`src/rtl/divPkg.sv`:
```
package divPkg;

  // Strobes sent from the divisor guard to the row datapath
  typedef struct packed {
    logic forceOnes;     // drive the quotient to all ones
    logic passDividend;  // drive the remainder to the raw dividend
  } divStrobes_t;

endpackage

```
`src/rtl/divRow.sv`:
```
// One subtract-and-select step of restoring division.
module divRow #(
  parameter int WIDTH = 8
) (
  input  logic [WIDTH-1:0] remIn,
  input  logic             dividendBit,
  input  logic [WIDTH-1:0] divisor,
  output logic [WIDTH-1:0] remOut,
  output logic             quotBit
);

  localparam int TRIAL_W = WIDTH + 1;
  localparam int DIFF_W  = WIDTH + 2;

  logic [TRIAL_W-1:0] trial;
  logic [DIFF_W-1:0]  diffWide;
  logic               borrow;

  always_comb begin
    trial    = {remIn, dividendBit};
    diffWide = {1'b0, trial} - {2'b00, divisor};
    borrow   = diffWide[DIFF_W-1];
    quotBit  = ~borrow;
    remOut   = quotBit ? diffWide[WIDTH-1:0] : trial[WIDTH-1:0];
  end

  // Whichever value moves down to the next row must fit in WIDTH bits.
  always_comb begin
    if (quotBit) begin
      AST_ROW_DIFF_FITS: assert (diffWide[WIDTH] == 1'b0);
    end else begin
      AST_ROW_TRIAL_FITS: assert (trial[WIDTH] == 1'b0);
    end
    if (divisor != '0) begin
      AST_ROW_REM_BOUND: assert (remOut < divisor);
    end
  end

endmodule

```
`src/rtl/divGuard.sv`:
```
// Control side: works out the output strobes from the divisor.
module divGuard
  import divPkg::*;
#(
  parameter int WIDTH = 8
) (
  input  logic [WIDTH-1:0] divisor,
  output divStrobes_t      strobes
);

  logic zeroDivisor;

  always_comb begin
    zeroDivisor          = (divisor == '0);
    strobes.forceOnes    = zeroDivisor;
    strobes.passDividend = zeroDivisor;
  end

endmodule

```
`src/rtl/divArray.sv`:
```
// Datapath side: WIDTH rows chained from the MSB down, then output select.
module divArray
  import divPkg::*;
#(
  parameter int WIDTH = 8
) (
  input  logic [WIDTH-1:0] dividend,
  input  logic [WIDTH-1:0] divisor,
  input  divStrobes_t      strobes,
  output logic [WIDTH-1:0] quotient,
  output logic [WIDTH-1:0] remainder
);

  localparam int ROWS   = WIDTH;
  localparam int PROD_W = 2 * WIDTH;

  logic [ROWS:0][WIDTH-1:0] remChain;
  logic [WIDTH-1:0]         rawQuot;

  assign remChain[0] = '0;

  for (genvar r = 0; r < ROWS; r++) begin : gRow
    localparam int BIT = WIDTH - 1 - r;  // the top row handles the MSB
    divRow #(.WIDTH(WIDTH)) uRow (
      .remIn       (remChain[r]),
      .dividendBit (dividend[BIT]),
      .divisor     (divisor),
      .remOut      (remChain[r+1]),
      .quotBit     (rawQuot[BIT])
    );
  end

  always_comb begin
    quotient  = strobes.forceOnes    ? '1       : rawQuot;
    remainder = strobes.passDividend ? dividend : remChain[ROWS];
  end

  logic [PROD_W-1:0] rebuilt;
  always_comb begin
    rebuilt = {{WIDTH{1'b0}}, quotient} * {{WIDTH{1'b0}}, divisor}
            + {{WIDTH{1'b0}}, remainder};
    if (divisor != '0) begin
      AST_RECONSTRUCT: assert (rebuilt == {{WIDTH{1'b0}}, dividend});
      AST_REM_BELOW_DIVISOR: assert (remainder < divisor);
    end else begin
      AST_ZERO_QUOT_ONES: assert (&quotient);
      AST_ZERO_REM_PASS: assert (remainder == dividend);
    end
  end

endmodule

```
`src/rtl/restoringDivider.sv`:
```
module restoringDivider
  import divPkg::*;
#(
  parameter int WIDTH = 8
) (
  input  logic [WIDTH-1:0] dividend,
  input  logic [WIDTH-1:0] divisor,
  output logic [WIDTH-1:0] quotient,
  output logic [WIDTH-1:0] remainder
);

  divStrobes_t strobes;

  divGuard #(.WIDTH(WIDTH)) uGuard (
    .divisor (divisor),
    .strobes (strobes)
  );

  divArray #(.WIDTH(WIDTH)) uArray (
    .dividend  (dividend),
    .divisor   (divisor),
    .strobes   (strobes),
    .quotient  (quotient),
    .remainder (remainder)
  );

endmodule

```
`config.mk`:
```
export PLATFORM = sky130hd
export DESIGN_NAME = restoringDivider
export DESIGN_NICKNAME = d
export VERILOG_FILES = /design/src/rtl/divPkg.sv /design/src/rtl/divRow.sv /design/src/rtl/divGuard.sv /design/src/rtl/divArray.sv /design/src/rtl/restoringDivider.sv
export SDC_FILE = /design/constraint.sdc
export NUM_CORES = 1
export LEC_CHECK = 0
export ABC_AREA = 1
export BUFFER_PORTS_ARGS = -buffer_cell sky130_fd_sc_hd__buf_2
export CORE_MARGIN = 3
export CORE_UTILIZATION = 40
export DETAILED_ROUTE_END_ITERATION = 8
export PLACE_DENSITY = 0.58
export SLEW_MARGIN = 25
export SYNTH_ARGS = -nofsm -noshare
export SYNTH_HDL_FRONTEND = slang
export SYNTH_SLANG_ARGS = --single-unit
```
`constraint.sdc`:
```
create_clock -name vclk -period 24.9
set_clock_uncertainty 0.1 [all_clocks]
set_input_delay 2.49 -clock vclk [all_inputs]
set_output_delay 2.49 -clock vclk [all_outputs]
set_load 0.005 [all_outputs]
```
==> results of run 1 <==
## stage by stage
stage               std cells  setup slack, ps  area, um2
floorplan                 551             8280       3430
detailed placement        680             5990       3650
global route              680             4390       3650
finish                    680             6100       3650
global placement          680             6340       3650
CTS                       680             5960       3650
## cell families after synthesis
| family | synth area share [%] |
|---|---|
| simple gates | 36.1 |
| xor+xnor | 9.98 |
| fa+ha+maj | 25.3 |
| compound gates | 14.2 |
| other cells | 0.110 |
| buf+inv | 14.3 |
## metal layers
metal  track usage (%)  routed length (um)  vias up  part of all wire [%]
met1              23.9                4020     1484                    47
li1                  -                   -     1814                     -
met3             0.283                 250       10                   2.9
met5                 0                   0        -                     0
met2              33.2                4110       41                    48
met4              2.52                 140        0                   1.6
## cell type report
class	count	area share, %
tap	105	3.60
inverter	110	11.4
multi-input combinational	433	80.6
timing repair buffer	32	4.39
## Yosys cell counts (all sizes together), types with 3 or more instances
master | number | share of area, %
xor2 | 21 | 5.4
xnor2 | 18 | 4.6
nand2 | 125 | 15
a21oi | 41 | 6.8
nor2 | 45 | 6.9
nand3 | 57 | 11
buf | 7 | 2.0
inv | 110 | 12
and2 | 3 | 0.62
ha | 58 | 21
o21bai | 5 | 1.1
o21ai | 31 | 5.1
fa | 7 | 4.1
nand4 | 9 | 1.8
## how the worst min path moves through the flow
stage	startpoint	end	cells after the start
after global routing	dividend[0]	remainder[0]	4
after global placement	dividend[0]	remainder[0]	4
after floorplan	dividend[0]	remainder[0]	2
after detailed placement	dividend[0]	remainder[0]	4
after CTS	dividend[0]	remainder[0]	4
final	dividend[0]	remainder[0]	4
## critical path, delay by kind of cell
| family | cells | cell delay, ps |
|---|---|---|
| AO/OA/AOI/OAI | 28 | 5150 |
| adder cells (fa/ha/maj) | 8 | 2470 |
| buffers and inverters | 12 | 1340 |
| AND/OR/NAND/NOR | 42 | 4740 |
==> impl_results.md, run 1 <==
* Outcome: finished, final reports clean
* Final hold viol count at 0
* Setup crit start: divisor[1]
* First-pass GRT wire length at 14.9 mm
* Global route total overflow at 0
* Unrepaired setup endpoints after global routing: no
* DRT Pass-1 Iters at 4
* Fraction of the yosys area taken by sequential cells at 0%
* Actual slew at the worst max-slew pin at 871 ps
* Mapped Area at 0.00342 mm2
* Vias in the first global route at 3249
* Fmax at 53.2 MHz
* Area Growth Syn to Fin at 6.58%
* ANT cells at 0
* Post-Syn Area per Cell at 6.23 um2
* Rows at 33
* Arrival @ worst endpoint at 16210 ps
* Die height at 98.5 um
* Hold WC Path Type: in -> out
* Detailed placement HPWL at 7.11 mm
* Maxcap violations at 0
* Synthesis Warnings at 0
* Fillers at 935
* Global Route Usage Sum at 18.0%
* Final GP Congestion at 0.820
* Initial Utilization at 41.4%
* CORE AREA at 0.00826 mm2
* Largest net degree at the start of global routing at 24
* CP dominant cell by count: nand2_1
* Syn Inst Count at 549
* Final wirelength at 8.52 mm
* Post-CTS resize count at 0
* Io pins at 32
* Post CTS Setup Buffer Count at 0
* Post-route ant nets at 0
* Setup Viol. Count Final at 0
* Slew Viols, Final at 0
* Cts-stage hold buffer count at 0
* Port bufs at 32
* CP endpoint kind: primary output
* Vias/cell at 4.93
* Initial antenna violation count at 0
* Final-stage net count at 658
* Reg area at 0 um2
* Share of cells above drive strength 1 at 16.2%
* Seq_cells at 0
* Final Core Density at 44.2%
* Most frequent cells in the layout: nand2_1 (115), inv_1 (104), ha_1 (58)
* Hold WS at 5180 ps
* Drt wl/cell at 12.5 um
* Critical path's largest stage delay at 390 ps
* CLK BUF at 0
* Period minus WS final at 18800 ps
* Slowest-stage cell, CP: o21ai_1
* DRC viols at 0
* Die area at 0.00970 mm2
* Die Span X at 98.5 um
* Setup TNS at 0 ps
* Number of DRC markers in iteration 0 at 85
* Startpoint type of the worst setup path: input pin
* CP Class: in -> out
* Fin crit share at 75.5%
* Netlist cell types at 39
* Area of the multi-input gates at 0.00294 mm2
* Crit path capture: remainder[4]
* Required time of the critical path at 22310 ps
* Max_slew headroom at 41.9%
* Peak fanout along the critical path at 16
* Commonest non-fill, non-tap cell in the layout: nand2_1
* Total number of vias at 3349
Power of run 1 is not shown: default switching activity piles up to over one toggle a cycle in this logic, so the estimate is an artifact.
==> run 2: changes to the inputs <==
PLACE_DENSITY = 0.6   (was 0.58)
clock period = 16.62 ns   (was 24.9 ns; I/O delays follow)
==> impl_results.md, run 2 (same netlist as run 1, synthesis figures left out) <==
* CLK BUF at 0
* Die height at 98.5 um
* Startpoint type of the worst setup path: input pin
* Actual slew at the worst max-slew pin at 888 ps
* Die Span X at 98.5 um
* Seq_cells at 0
* Final hold viol count at 0
* Io pins at 32
* Outcome: finished, final reports clean
* Vias/cell at 4.97
* Global route total overflow at 0
* Vias in the first global route at 3312
* Commonest non-fill, non-tap cell in the layout: nand2_1
* Critical path's largest stage delay at 340 ps
* Detailed placement HPWL at 7.33 mm
* Initial Utilization at 41.4%
* Post-route ant nets at 0
* Rows at 33
* Area Growth Syn to Fin at 15.6%
* Drt wl/cell at 12.7 um
* Final-stage net count at 684
* Crit path capture: remainder[5]
* Port bufs at 32
* Required time of the critical path at 14860 ps
* Setup crit start: dividend[7]
* Share of cells above drive strength 1 at 23.0%
* Fillers at 904
* Slew Viols, Final at 0
* DRC viols at 0
* CP dominant cell by count: nand2_1
* Most frequent cells in the layout: nand2_1 (115), inv_1 (104), ha_1 (56)
* Arrival @ worst endpoint at 13670 ps
* DRT Pass-1 Iters at 5
* Fin crit share at 92.8%
* Slowest-stage cell, CP: ha_1
* Reg area at 0 um2
* Maxcap violations at 0
* Hold WS at 3520 ps
* CP endpoint kind: primary output
* First-pass GRT wire length at 14.9 mm
* Final GP Congestion at 0.967
* Initial antenna violation count at 0
* CP Class: in -> out
* CORE AREA at 0.00826 mm2
* Total number of vias at 3506
* Largest net degree at the start of global routing at 24
* Area of the multi-input gates at 0.00305 mm2
* ANT cells at 0
* Max_slew headroom at 40.7%
* Global Route Usage Sum at 18.0%
* Peak fanout along the critical path at 11
* Final wirelength at 8.95 mm
* Number of DRC markers in iteration 0 at 85
* Hold WC Path Type: in -> out
* Fmax at 64.8 MHz
* Period minus WS final at 15430 ps
* Setup Viol. Count Final at 0
* Worst Hold Launch: dividend[0]
* Die area at 0.00970 mm2
## run 2: cell types whose count changed in the layout (fill, tap and decap cells not counted), sizes merged
cell  before  now
buf       32   58
## run 2: timing repair
| action | in CTS | in global routing |
|---|---|---|
| hold buffers | 0 | 0 |
| buffers inserted | 0 | 17 |
| resized for setup | 0 | 33 |
| setup endpoints to repair | 0 | 9 |
## run 2: area by class of cell
cell class                      instances  area share [%]
Inverter                              110            10.5
Timing Repair Buffer                   58            8.98
Tap cell                              105            3.32
Multi-Input combinational cell        433            77.2
## run 2: per-layer routing
layer  track usage [%]  routed length, um
met2              32.8               4380
met1              24.1               4210
met4              2.94                171
met3             0.566                186
met5                 0                  0
## run 2: worst min-delay path by stage
stage	cells past startpoint	slack, ps	endpoint
2_1_floorplan	2	3330	remainder[0]
3_3_place_gp	4	3520	remainder[0]
3_5_place_dp	4	3530	remainder[0]
4_1_cts	4	3530	remainder[0]
5_1_grt	4	3550	remainder[0]
6_report	4	3520	remainder[0]
## run 2: worst max-delay path, delay by kind of cell
family | cells | cell delay [ps]
adder cells (fa/ha/maj) | 9 | 2530
AO/OA/AOI/OAI | 26 | 3620
AND/OR/NAND/NOR | 45 | 4680
buffers and inverters | 14 | 1160
## run 2: stage by stage
stage                     utilization (%)  cell area, um2  TNS, ps  setup WS, ps  cells
final                                47.9            3960        0          1190    706
after CTS                            45.0            3710        0          74.8    689
after floorplan                         -            3430        0          1650    551
after global routing                 47.9            3960     -483         -88.4    706
after global placement               45.0            3710        0           348    689
after detailed placement             45.0            3710        0           114    689
Power of run 2 is left out for the same reason.
